$ cat config.mk
export PLATFORM = sky130hd
export DESIGN_NAME = booth_mul
export DESIGN_NICKNAME = d
export VERILOG_FILES = /design/src/rtl/booth_pkg.sv /design/src/rtl/booth_recode.sv /design/src/rtl/booth_ctrl.sv /design/src/rtl/booth_datapath.sv /design/src/rtl/booth_mul.sv
export SDC_FILE = /design/constraint.sdc
export NUM_CORES = 1
export LEC_CHECK = 0
export BUFFER_PORTS_ARGS = -buffer_cell sky130_fd_sc_hd__buf_4
export CAP_MARGIN = 10
export CORE_UTILIZATION = 51
export CTS_CLUSTER_DIAMETER = 40
export DETAILED_ROUTE_END_ITERATION = 8
export PLACE_DENSITY_LB_ADDON = 0.3
export RECOVER_POWER = 50
export SLEW_MARGIN = 10
export SYNTH_ARGS = -nofsm -noshare
export SYNTH_HDL_FRONTEND = slang
export SYNTH_HIERARCHICAL = 1
export SYNTH_SLANG_ARGS = --single-unit
$ cat constraint.sdc
create_clock -name clk -period 3.7 [get_ports clk]
set_clock_uncertainty 0.2 [all_clocks]
set_input_delay 0.555 -clock clk [delete_from_list [all_inputs] [get_ports clk]]
set_output_delay 0.555 -clock clk [all_outputs]
set_load 0.05 [all_outputs]
$ cat src/rtl/booth_pkg.sv
package booth_pkg;

    typedef enum logic [1:0] {
        ST_IDLE   = 2'd0,
        ST_RUN    = 2'd1,
        ST_FINISH = 2'd2
    } seq_state_t;

    typedef enum logic [1:0] {
        OP_NONE = 2'd0,
        OP_ADD  = 2'd1,
        OP_SUB  = 2'd2
    } step_op_t;

endpackage

$ cat src/rtl/booth_recode.sv
module booth_recode
    import booth_pkg::*;
(
    input  logic     cur_bit,
    input  logic     prev_bit,
    output step_op_t op
);

    always_comb begin
        unique case ({cur_bit, prev_bit})
            2'b10:   op = OP_SUB;   // a run of ones begins
            2'b01:   op = OP_ADD;   // a run of ones has ended
            default: op = OP_NONE;  // inside a run of ones or of zeros
        endcase
    end

endmodule

$ cat src/rtl/booth_ctrl.sv
module booth_ctrl
    import booth_pkg::*;
#(
    parameter int WIDTH = 32
) (
    input  logic clk,
    input  logic rst_n,
    input  logic start,
    output logic load,
    output logic step,
    output logic busy,
    output logic done
);

    localparam int CW = (WIDTH > 1) ? $clog2(WIDTH) : 1;
    localparam logic [CW-1:0] LAST_ITER = CW'(WIDTH - 1);

    seq_state_t state, state_nxt;
    logic [CW-1:0] iter;

    // state register
    always_ff @(posedge clk or negedge rst_n) begin
        if (!rst_n) state <= ST_IDLE;
        else        state <= state_nxt;
    end

    // iteration counter
    always_ff @(posedge clk or negedge rst_n) begin
        if (!rst_n)    iter <= '0;
        else if (load) iter <= '0;
        else if (step) iter <= iter + 1'b1;
    end

    // transitions
    always_comb begin
        state_nxt = state;
        unique case (state)
            ST_IDLE:   if (start) state_nxt = ST_RUN;
            ST_RUN:    if (iter == LAST_ITER) state_nxt = ST_FINISH;
            ST_FINISH: state_nxt = start ? ST_RUN : ST_IDLE;
            default:   state_nxt = ST_IDLE;
        endcase
    end

    // outputs
    always_comb begin
        load = 1'b0;
        step = 1'b0;
        busy = 1'b0;
        done = 1'b0;
        unique case (state)
            ST_IDLE:   load = start;
            ST_RUN: begin
                busy = 1'b1;
                step = 1'b1;
            end
            ST_FINISH: begin
                done = 1'b1;
                load = start;
            end
            default: ;
        endcase
    end

endmodule

$ cat src/rtl/booth_datapath.sv
module booth_datapath
    import booth_pkg::*;
#(
    parameter int WIDTH = 32
) (
    input  logic             clk,
    input  logic             rst_n,
    input  logic             load,
    input  logic             step,
    input  logic [WIDTH-1:0] mcand_in,
    input  logic [WIDTH-1:0] mplier_in,
    output logic [WIDTH-1:0] hi_q,
    output logic [WIDTH-1:0] lo_q
);

    localparam int EW = WIDTH + 1;

    logic [WIDTH-1:0] mc_q;
    logic             prev_q;
    logic [EW-1:0]    hi_ext, mc_ext, sum;
    step_op_t         op;

    booth_recode u_recode (
        .cur_bit  (lo_q[0]),
        .prev_bit (prev_q),
        .op       (op)
    );

    assign hi_ext = {hi_q[WIDTH-1], hi_q};
    assign mc_ext = {mc_q[WIDTH-1], mc_q};

    always_comb begin
        unique case (op)
            OP_ADD:  sum = hi_ext + mc_ext;
            OP_SUB:  sum = hi_ext - mc_ext;
            default: sum = hi_ext;
        endcase
    end

    always_ff @(posedge clk or negedge rst_n) begin
        if (!rst_n) begin
            hi_q   <= '0;
            lo_q   <= '0;
            mc_q   <= '0;
            prev_q <= 1'b0;
        end else if (load) begin
            hi_q   <= '0;
            lo_q   <= mplier_in;
            mc_q   <= mcand_in;
            prev_q <= 1'b0;
        end else if (step) begin
            hi_q   <= sum[EW-1:1];
            lo_q   <= {sum[0], lo_q[WIDTH-1:1]};
            prev_q <= lo_q[0];
        end
    end

endmodule

$ cat src/rtl/booth_mul.sv
module booth_mul #(
    parameter int WIDTH = 32
) (
    input  logic             clk,
    input  logic             rst_n,
    input  logic             start,
    input  logic [WIDTH-1:0] mcand,
    input  logic [WIDTH-1:0] mplier,
    output logic             busy,
    output logic             done,
    output logic [WIDTH-1:0] prod_hi,
    output logic [WIDTH-1:0] prod_lo
);

    logic load, step;

    booth_ctrl #(.WIDTH(WIDTH)) u_ctrl (
        .clk   (clk),
        .rst_n (rst_n),
        .start (start),
        .load  (load),
        .step  (step),
        .busy  (busy),
        .done  (done)
    );

    booth_datapath #(.WIDTH(WIDTH)) u_dp (
        .clk       (clk),
        .rst_n     (rst_n),
        .load      (load),
        .step      (step),
        .mcand_in  (mcand),
        .mplier_in (mplier),
        .hi_q      (prod_hi),
        .lo_q      (prod_lo)
    );

endmodule

==> impl_metrics.env, run 1 <==
export IMPL_outcome="finished with violations"
export IMPL_violations="max-capacitance violations, max-slew violations, negative setup slack"
export IMPL_end_kind="register"
export IMPL_start_util=0.5259
export IMPL_setup_viol=14
export IMPL_ys_ff_latch=104
export IMPL_clock_sinks=104
export IMPL_final_area_mm2=0.009435
export IMPL_synth_flop_cell="dfrtp_1"
export IMPL_layout_setup_ws_ns=-0.2022
export IMPL_portBuffers=132
export IMPL_drtAntennaViolNets=0
export IMPL_wl_per_cell_um=16.65
export IMPL_rsz0062_at_grt="true"
export IMPL_critPathRequiredTime_ns=3.76
export IMPL_netlist_area_mm2=0.007019
export IMPL_hpwl_um=13200
export IMPL_path_class="register to register"
export IMPL_ys_warnings_count=6
export IMPL_synthArstFlopShare=1.000
export IMPL_ys_seq_area_frac=0.3708
export IMPL_fin_util=0.7069
export IMPL_core_area_mm2=0.01335
export IMPL_gp_congestion=0.9176
export IMPL_slew_viol_final=29
export IMPL_placed_cell_area_mm2=0.008822
export IMPL_most_common_layout_cells="buf_4 (208), dfrtp_1 (102), nand2_1 (76)"
export IMPL_cpMaxStageDelayCell="dfrtp_1"
export IMPL_critPathTopFamily="simple AND/OR/NAND/NOR gates"
export IMPL_final_nets=1080
export IMPL_synth_edf_count=0
export IMPL_period_share=1.055
export IMPL_areaGrowthSynthToFinish_pct=34.42
export IMPL_numCtsBuffers=9
export IMPL_die_area_mm2=0.01424
export IMPL_period_needed_ns=3.902
export IMPL_path_max_fanout=5
export IMPL_cts_buffer_depth=2
export IMPL_synth_cell_types=72
export IMPL_grt_max_degree=105
export IMPL_ios=133
export IMPL_avgViaCountPerCell=5.734
export IMPL_finalHoldViolations=0
export IMPL_rows=42
export IMPL_cts_root_buf="clkbuf_16"
export IMPL_cp_num_buf_inv=1
export IMPL_slowest_delay_ns=0.40
export IMPL_max_freq_mhz=256.3
export IMPL_grt_pass1_wl_um=31350
export IMPL_drive_above_1_share=0.3459
export IMPL_wirelength_um=19240
export IMPL_clock_latency_ns=0.36
export IMPL_grt_overflow=0
export IMPL_drt_iter0_drc=523
export IMPL_tightest_slew_ns=1.643
export IMPL_die_h_um=119.3
export IMPL_start_kind="register"
export IMPL_syn_nets=864
export IMPL_htreeDepth=3
export IMPL_path_cells="nor3_2 > nor4b_4 > nand2_2 > buf_6 > nor4_4 > nor2_1 > xnor2_1 > ha_1 > nand2_2 > nor2_1 > a221o_1 > o2111ai_2 > a211oi_2 > nor4_2 > mux2i_1 > a311oi_1"
export IMPL_track_usage=0.2768
export IMPL_drtPass1Iterations=5
export IMPL_slew_headroom=-0.09525
export IMPL_fillers=1051
export IMPL_drv_cap=1
export IMPL_antenna_cells=0
export IMPL_hp_class="input pin to register"
export IMPL_cts_tree="done"
export IMPL_critPathArrivalTime_ns=3.96
export IMPL_dieWidth_um=119.3
export IMPL_grt_pass1_vias=6348
export IMPL_final_common_cell="buf_4"
export IMPL_antenna_found_initial=0
export IMPL_syn_avg_cell_area_um2=9.248
export IMPL_synth_cells=759
export IMPL_num_vias=6629
export IMPL_tns_ns=-1.418
export IMPL_drcViolationCount=0
export IMPL_path_clk_slew_ns=0.07
-- worst paths after layout --
kind,startpoint,end,slack (ns),depth (start not counted)
worst max-delay path,u_dp/mc_q[2],u_dp/hi_q[25],-0.20,16
worst min-delay path,mplier[14],u_dp/lo_q[14],0.20,3
worst max register to register,u_dp/mc_q[2],u_dp/hi_q[25],-0.20,16
worst min register to register,u_ctrl/iter[3],u_ctrl/iter[3],0.30,1
max in group asynchronous,rst_n,u_dp/lo_q[8],0.69,3
min in group asynchronous,rst_n,u_dp/hi_q[8],0.96,2
-- layer usage --
metal / track usage / vias up / share of wire / routed length, um
met5: 0 / - / 0 / 0
met4: 0.08984 / 0 / 0.025 / 472
met3: 0.05987 / 41 / 0.062 / 1187
met2: 0.4600 / 246 / 0.48 / 9324
met1: 0.3580 / 3177 / 0.43 / 8259
li1: - / 3165 / - / -
-- state kept, by name (all words and copies together), names as in the netlist --
signal and cells:
u_ctrl/state 2, u_ctrl/iter 5, u_dp/hi_q 32, u_dp/mc_q 32, u_dp/lo_q 32, u_dp/prev_q 1
-- final cells by class --
type / instances / area (um2) / share of cell area
flip-flops and latches: 104 / 2605 / 0.2761
clock inverters: 6 / 67.56 / 0.007161
repair buffers: 247 / 1778 / 0.1884
inverters: 16 / 61.31 / 0.006498
well taps: 176 / 220.2 / 0.02334
clock buffers: 10 / 229.0 / 0.02427
multi-input cells: 597 / 4474 / 0.4742
-- through the flow --
stage	worst slack, ns	hold slack (ns)	instances
final	-0.2022	0.2009	1156
after global routing	-0.4262	0.1928	1156
after CTS	-0.1019	0.1893	1152
after detailed placement	-0.3785	0.2847	1124
after global placement	-0.4346	0.2577	1124
after floorplan	-0.01490	0.05941	759
-- what timing repair did --
action / CTS / global route
gates resized for setup: 42 / 30
hold buffers: 1 / 0
hold endpoints to repair: 25 / 0
buffers inserted: 11 / 4
endpoints found under the setup margin: 15 / 18
pin swaps: 32 / 11
-- worst register-to-register path, cell delays in order, from the launching register on --
cell and delay (ns):
dfrtp_1 0.40, nor3_2 0.22, nor4b_4 0.31, nand2_2 0.12, buf_6 0.14, nor4_4 0.14, nor2_1 0.08, xnor2_1 0.14
ha_1 0.36, nand2_2 0.19, nor2_1 0.09, a221o_1 0.34, o2111ai_2 0.25, a211oi_2 0.13, nor4_2 0.35, mux2i_1 0.12
a311oi_1 0.22
-- cells by family after synthesis --
logic type,synth area share
compound gates,0.1980
flops,0.3708
xor+xnor,0.07237
simple gates,0.1497
mux,0.1073
fa+ha+maj,0.06881
buf+inv,0.03298
-- synth_stat cells (4+ instances only) --
library cell  instances  share of area
and2_1                4         0.0036
a41oi_1               4         0.0050
nand3b_1              7         0.0075
nor3_1               10         0.0071
a21oi_2               4         0.0050
mux2_2               28          0.045
nor2b_1               8         0.0071
and3_1                5         0.0045
clkbuf_1             28          0.015
a21oi_1              45          0.032
xnor2_1              42          0.052
nor2_1               61          0.033
o21bai_1              4         0.0043
nand2_1              82          0.044
nand3_1              11         0.0078
inv_1                16         0.0086
dfrtp_1             104           0.37
xor2_1               16          0.020
nand2b_1              6         0.0053
a311oi_1              5         0.0062
o21ai_0              72          0.051
a21o_1               10          0.011
mux2i_1              40          0.057
nor4_1                5         0.0045
a31oi_1               6         0.0053
o211ai_1             17          0.018
nand4_1               4         0.0036
o211a_1               5         0.0071
ha_1                 37          0.066
a211oi_1             12          0.013
buf_1                10         0.0053
Power of run 1 is left out: the tool's default activity adds up to more than one toggle a clock period on the data nets, which glitch-free logic cannot reach.
==> run 2: changes to the inputs <==
==> constraint.sdc (replaced) <==
create_clock -name clk -period 3.25 [get_ports clk]
set_clock_uncertainty 0.2 [all_clocks]
set_input_delay 0.4875 -clock clk [delete_from_list [all_inputs] [get_ports clk]]
set_output_delay 0.4875 -clock clk [all_outputs]
set_load 0.05 [all_outputs]
==> run 2 against run 1 <==
Compared with the run above:
- fmax is 1.1% lower
- via count grew 6.7%
- the run ends with negative setup slack left
- final area increased by 6.9%
- critical path type unchanged
- wire length up 15%
- first-iteration DRC count shrank 8.8%
- global-route usage increased by 2.2 points
- sequential share of layout area fell by 1.8 points
- critical path depth unchanged
- die area unchanged
- critical endpoint is now u_dp/hi_q[29]
- setup slack worse by 0.49 ns
==> impl_metrics.env, run 2 (synthesized netlist as in run 1, its figures left out) <==
export IMPL_cts_buffer_depth=2
export IMPL_wirelength_um=22160
export IMPL_areaGrowthSynthToFinish_pct=43.69
export IMPL_grt_use_met3=0.04933
export IMPL_critPathLaunch="u_dp/mc_q[2]"
export IMPL_slowest_delay_ns=0.41
export IMPL_drcViolationCount=0
export IMPL_final_nets=1119
export IMPL_tightest_slew_ns=1.400
export IMPL_cts_root_buf="clkbuf_16"
export IMPL_drv_cap=0
export IMPL_reg_top3="u_dp/hi_q (32), u_dp/lo_q (32), u_dp/mc_q (32)"
export IMPL_grt_max_degree=95
export IMPL_violations="negative setup slack"
export IMPL_drt_iter0_drc=477
export IMPL_hpwl_um=14890
export IMPL_clock_sinks=104
export IMPL_layout_setup_ws_ns=-0.6951
export IMPL_most_common_layout_cells="buf_4 (274), dfrtp_1 (103), nand2_1 (77)"
export IMPL_antenna_cells=0
export IMPL_num_vias=7076
export IMPL_slew_viol_final=0
export IMPL_drive_above_1_share=0.4210
export IMPL_rows=42
export IMPL_grt_busiest_layer="met2"
export IMPL_ios=133
export IMPL_rsz0062_at_grt="true"
export IMPL_antenna_found_initial=0
export IMPL_ctsHoldBuffers=0
export IMPL_fin_util=0.7556
export IMPL_start_kind="register"
export IMPL_die_h_um=119.3
export IMPL_dieWidth_um=119.3
export IMPL_clock_latency_ns=0.36
export IMPL_path_max_fanout=5
export IMPL_finalHoldViolations=0
export IMPL_met2_usage=0.5294
export IMPL_wl_per_cell_um=18.54
export IMPL_core_area_mm2=0.01335
export IMPL_outcome="finished with violations"
export IMPL_hp_start="mplier[20]"
export IMPL_critPathRequiredTime_ns=3.24
export IMPL_cpMaxStageDelayCell="ha_1"
export IMPL_place_ws_ns=-0.6840
export IMPL_period_needed_ns=3.945
export IMPL_r2r_start="u_dp/mc_q[2]"
export IMPL_path_clk_slew_ns=0.08
export IMPL_path_class="register to register"
export IMPL_critPathArrivalTime_ns=3.93
export IMPL_slew_headroom=0.06677
export IMPL_numCtsBuffers=9
export IMPL_grt_pass1_wl_um=33780
export IMPL_drtPass1Iterations=5
export IMPL_critPathTopFamily="simple AND/OR/NAND/NOR gates"
export IMPL_drtAntennaViolNets=0
export IMPL_cts_tree="done"
export IMPL_setup_viol=26
export IMPL_start_util=0.5259
export IMPL_tns_ns=-11.73
export IMPL_cp_num_buf_inv=1
export IMPL_htreeDepth=3
export IMPL_final_common_cell="buf_4"
export IMPL_max_freq_mhz=253.5
export IMPL_end_kind="register"
export IMPL_avgViaCountPerCell=5.921
export IMPL_hp_class="input pin to register"
export IMPL_die_area_mm2=0.01424
export IMPL_track_usage=0.2990
export IMPL_period_share=1.214
export IMPL_fillers=907
export IMPL_gp_congestion=0.9689
export IMPL_path_cells="nor3_2 > nor4b_4 > nand2_2 > nor4_2 > nor2_1 > xnor2_1 > ha_1 > nand2_2 > buf_6 > nor3_4 > o2111ai_4 > a31oi_4 > a221oi_4 > o21ai_2 > xnor2_1 > o22ai_1"
export IMPL_gr_usage_met1=0.3519
export IMPL_grt_pass1_vias=7055
export IMPL_portBuffers=132
export IMPL_grt_overflow=0
export IMPL_hold_slack_ns=0.1230
==> run 2: cell count changes in the layout (fill, tap and decap cells not counted), moves of 3 or more <==
cell and delta:
nor2b_1 -3, a21oi_1 -4, o21ai_1 +4, xnor2_1 -4, xnor2_2 +4, buf_4 +66
clkbuf_1 -30, o21ai_0 -7
==> run 2: final cells by class <==
class | count | area, um2 | share of cell area
multi-input combinational | 597 | 4659 | 0.4620
sequential | 104 | 2604 | 0.2582
timing repair buffer | 286 | 2201 | 0.2182
clock buffer | 10 | 239.0 | 0.02369
tap | 176 | 220.2 | 0.02183
clock inverter | 6 | 101.3 | 0.01005
inverter | 16 | 61.31 | 0.006079
==> run 2: final timing paths <==
| kind | to | slack, ns | cells after the start |
|---|---|---|---|
| max in group asynchronous | u_dp/lo_q[0] | 0.48 | 2 |
| setup reg to reg | u_dp/hi_q[29] | -0.70 | 16 |
| setup / recovery | u_dp/hi_q[29] | -0.70 | 16 |
| hold reg to reg | u_ctrl/iter[3] | 0.29 | 1 |
| min in group asynchronous | u_dp/hi_q[14] | 0.25 | 1 |
| hold / removal | u_dp/lo_q[20] | 0.12 | 3 |
==> run 2: timing repair <==
| action | 4_1_cts | 5_1_grt |
|---|---|---|
| cloned | 0 | 0 |
| setup buffers | 14 | 12 |
| setup endpoints to repair | 26 | 27 |
| gates resized for setup | 39 | 46 |
| pin swaps | 34 | 44 |
==> run 2: metal layers <==
metal	up-vias	routed length [um]
met5	-	0
met4	0	799
met3	71	1295
met2	315	11220
met1	3449	8843
li1	3241	-
==> run 2: stage by stage <==
| stage | cell area, um2 | instances |
|---|---|---|
| after floorplan | 7173 | 759 |
| after global placement | 9211 | 1158 |
| after detailed placement | 9211 | 1158 |
| after CTS | 9818 | 1185 |
| after global routing | 10090 | 1195 |
| final | 10090 | 1195 |
==> run 2: worst reg2reg max path: stages, from the launching register on <==
cell and delay, ns:
dfrtp_1 0.39, nor3_2 0.23, nor4b_4 0.31, nand2_2 0.16, nor4_2 0.21, nor2_1 0.11
xnor2_1 0.17, ha_1 0.41, nand2_2 0.13, buf_6 0.15, nor3_4 0.26, o2111ai_4 0.18
a31oi_4 0.29, a221oi_4 0.13, o21ai_2 0.18, xnor2_1 0.14, o22ai_1 0.11
Power of run 2 is left out for the same reason.
==> run 3: changes to the inputs <==
--- a/config.mk
+++ b/config.mk
@@ -7,7 +7,7 @@
 export LEC_CHECK = 0
 export BUFFER_PORTS_ARGS = -buffer_cell sky130_fd_sc_hd__buf_4
 export CAP_MARGIN = 10
-export CORE_UTILIZATION = 51
+export CORE_UTILIZATION = 41
 export CTS_CLUSTER_DIAMETER = 40
 export DETAILED_ROUTE_END_ITERATION = 8
 export PLACE_DENSITY_LB_ADDON = 0.3
==> run 3 against run 2 <==
Compared with the run above:
- the flow still finishes with violations (negative setup slack)
- fmax is 0.96% higher
- critical path type unchanged
- register-to-register slack better by 0.04 ns
- largest cell class unchanged
- non-clock buffer count is 16 higher
- highest routed layer unchanged
- first-iteration DRC count is 13% lower
- final area is 2.2% higher
- cell count is 5.0% higher
- core utilization is 14 points lower
==> impl_metrics.env, run 3 (synthesized netlist as in run 1, its figures left out) <==
export IMPL_clock_sinks=104
export IMPL_drv_cap=0
export IMPL_antenna_found_initial=0
export IMPL_max_freq_mhz=255.9
export IMPL_rsz0062_at_grt="true"
export IMPL_fin_cells=1255
export IMPL_grt_pass1_vias=6564
export IMPL_dieWidth_um=132.8
export IMPL_drt_iter0_drc=414
export IMPL_hp_class="input pin to register"
export IMPL_ff_latch_area_mm2=0.002606
export IMPL_cts_root_buf="clkbuf_16"
export IMPL_finalHoldViolations=0
export IMPL_drcViolationCount=0
export IMPL_numCtsBuffers=9
export IMPL_slew_headroom=0.07893
export IMPL_reg2reg_to="u_dp/hi_q[27]"
export IMPL_holdPathStages=3
export IMPL_hold_slack_ns=0.1300
export IMPL_die_area_mm2=0.01765
export IMPL_start_kind="register"
export IMPL_r2r_setup_slack_ns=-0.66
export IMPL_fillers=1349
export IMPL_final_common_cell="buf_4"
export IMPL_hp_start="mplier[17]"
export IMPL_cts_tree="done"
export IMPL_avgViaCountPerCell=5.465
export IMPL_final_nets=1135
export IMPL_cts_buffer_depth=2
export IMPL_drtAntennaViolNets=0
export IMPL_r2r_start="u_dp/mc_q[9]"
export IMPL_core_area_mm2=0.01664
export IMPL_htreeDepth=3
export IMPL_rr_worst_depth=17
export IMPL_grt_overflow=0
export IMPL_setup_viol=27
export IMPL_areaGrowthSynthToFinish_pct=46.85
export IMPL_critPathRequiredTime_ns=3.30
export IMPL_antenna_cells=0
export IMPL_num_vias=6858
export IMPL_outcome="finished with violations"
export IMPL_clock_latency_ns=0.36
export IMPL_slew_viol_final=0
export IMPL_period_needed_ns=3.908
export IMPL_wirelength_um=20710
export IMPL_tightest_slew_ns=1.382
export IMPL_gp_congestion=0.8940
export IMPL_portBuffers=132
export IMPL_drtPass1Iterations=7
export IMPL_drive_above_1_share=0.4193
export IMPL_path_max_fanout=4
export IMPL_violations="negative setup slack"
export IMPL_reg_top3="u_dp/hi_q (32), u_dp/lo_q (32), u_dp/mc_q (32)"
export IMPL_wl_per_cell_um=16.50
export IMPL_die_h_um=132.8
export IMPL_hpwl_um=13890
export IMPL_ios=133
export IMPL_path_clk_slew_ns=0.07
export IMPL_period_share=1.202
export IMPL_layout_setup_ws_ns=-0.6577
export IMPL_min_to="u_dp/lo_q[17]"
export IMPL_path_class="register to register"
export IMPL_track_usage=0.2274
export IMPL_start_util=0.4218
export IMPL_placed_cells=1202
export IMPL_most_common_layout_cells="buf_4 (255), dfrtp_1 (101), nand2_1 (74)"
export IMPL_critPathArrivalTime_ns=3.95
export IMPL_grt_pass1_wl_um=32260
export IMPL_multiInputGateArea_mm2=0.004738
export IMPL_rows=47
export IMPL_end_kind="register"
export IMPL_grt_max_degree=110
-- run 3: cell types whose count changed in the layout (fill, tap and decap cells not counted), sizes merged --
cell and delta:
buf -8, clkbuf +22, inv +2, dlygate4sd3 +1, clkinv -1
-- run 3: final cells by class --
class | count | area share
timing repair buffer | 302 | 0.2227
tap | 220 | 0.02671
multi-input combinational | 597 | 0.4597
inverter | 16 | 0.006069
clock inverter | 7 | 0.01008
sequential | 104 | 0.2529
clock buffer | 9 | 0.02185
-- run 3: per-stage QoR --
| step | instance area (um2) | utilization | worst slack [ns] | setup TNS [ns] |
|---|---|---|---|---|
| floorplan | 7173 | - | -0.3263 | -4.125 |
| global placement | 9280 | 0.5576 | -0.5778 | -6.269 |
| detailed placement | 9280 | 0.5576 | -0.6439 | -7.436 |
| CTS | 9970 | 0.5991 | -0.4388 | -6.236 |
| global route | 10310 | 0.6194 | -0.8770 | -16.76 |
| finish | 10310 | 0.6194 | -0.6577 | -11.18 |
-- run 3: worst max-delay path by stage --
| stage | from | endpoint | slack (ns) | cells after the start |
|---|---|---|---|---|
| 6_report | u_dp/mc_q[9] | u_dp/hi_q[27] | -0.66 | 17 |
| 4_1_cts | u_dp/mc_q[6] | u_dp/hi_q[25] | -0.44 | 15 |
| 5_1_grt | u_dp/mc_q[2] | u_dp/hi_q[17] | -0.88 | 18 |
| 3_3_place_gp | u_dp/mc_q[13] | u_dp/hi_q[30] | -0.58 | 18 |
| 3_5_place_dp | u_dp/mc_q[13] | u_dp/hi_q[30] | -0.64 | 17 |
| 2_1_floorplan | u_dp/lo_q[0] | u_dp/hi_q[18] | -0.33 | 16 |
-- run 3: critical path: stages (launching register included) --
cell,delay [ns]
dfrtp_1,0.40
nor4_2,0.29
buf_4,0.18
buf_6,0.10
nand2_4,0.07
buf_6,0.15
nor4_4,0.16
nor2_2,0.09
xnor2_1,0.13
ha_1,0.34
a21oi_2,0.22
o211ai_1,0.17
a21oi_4,0.25
a31oi_4,0.14
a221oi_4,0.40
xor2_1,0.19
o211ai_1,0.10
o211a_1,0.21
-- run 3: per-layer routing --
metal  GRT usage  part of all wire
met5           0                 0
met4     0.07663             0.031
met3     0.04636             0.057
met2      0.3735              0.48
met1      0.2978              0.43
-- run 3: repair_timing --
| item | CTS | global route |
|---|---|---|
| gates cloned | 1 | 0 |
| hold buffers | 1 | 0 |
| pin swaps | 39 | 73 |
| buffers inserted | 17 | 22 |
| setup endpoints to repair | 24 | 27 |
| gates resized for setup | 44 | 71 |
| hold endpoints to repair | 23 | 0 |
Power of run 3 is left out for the same reason.
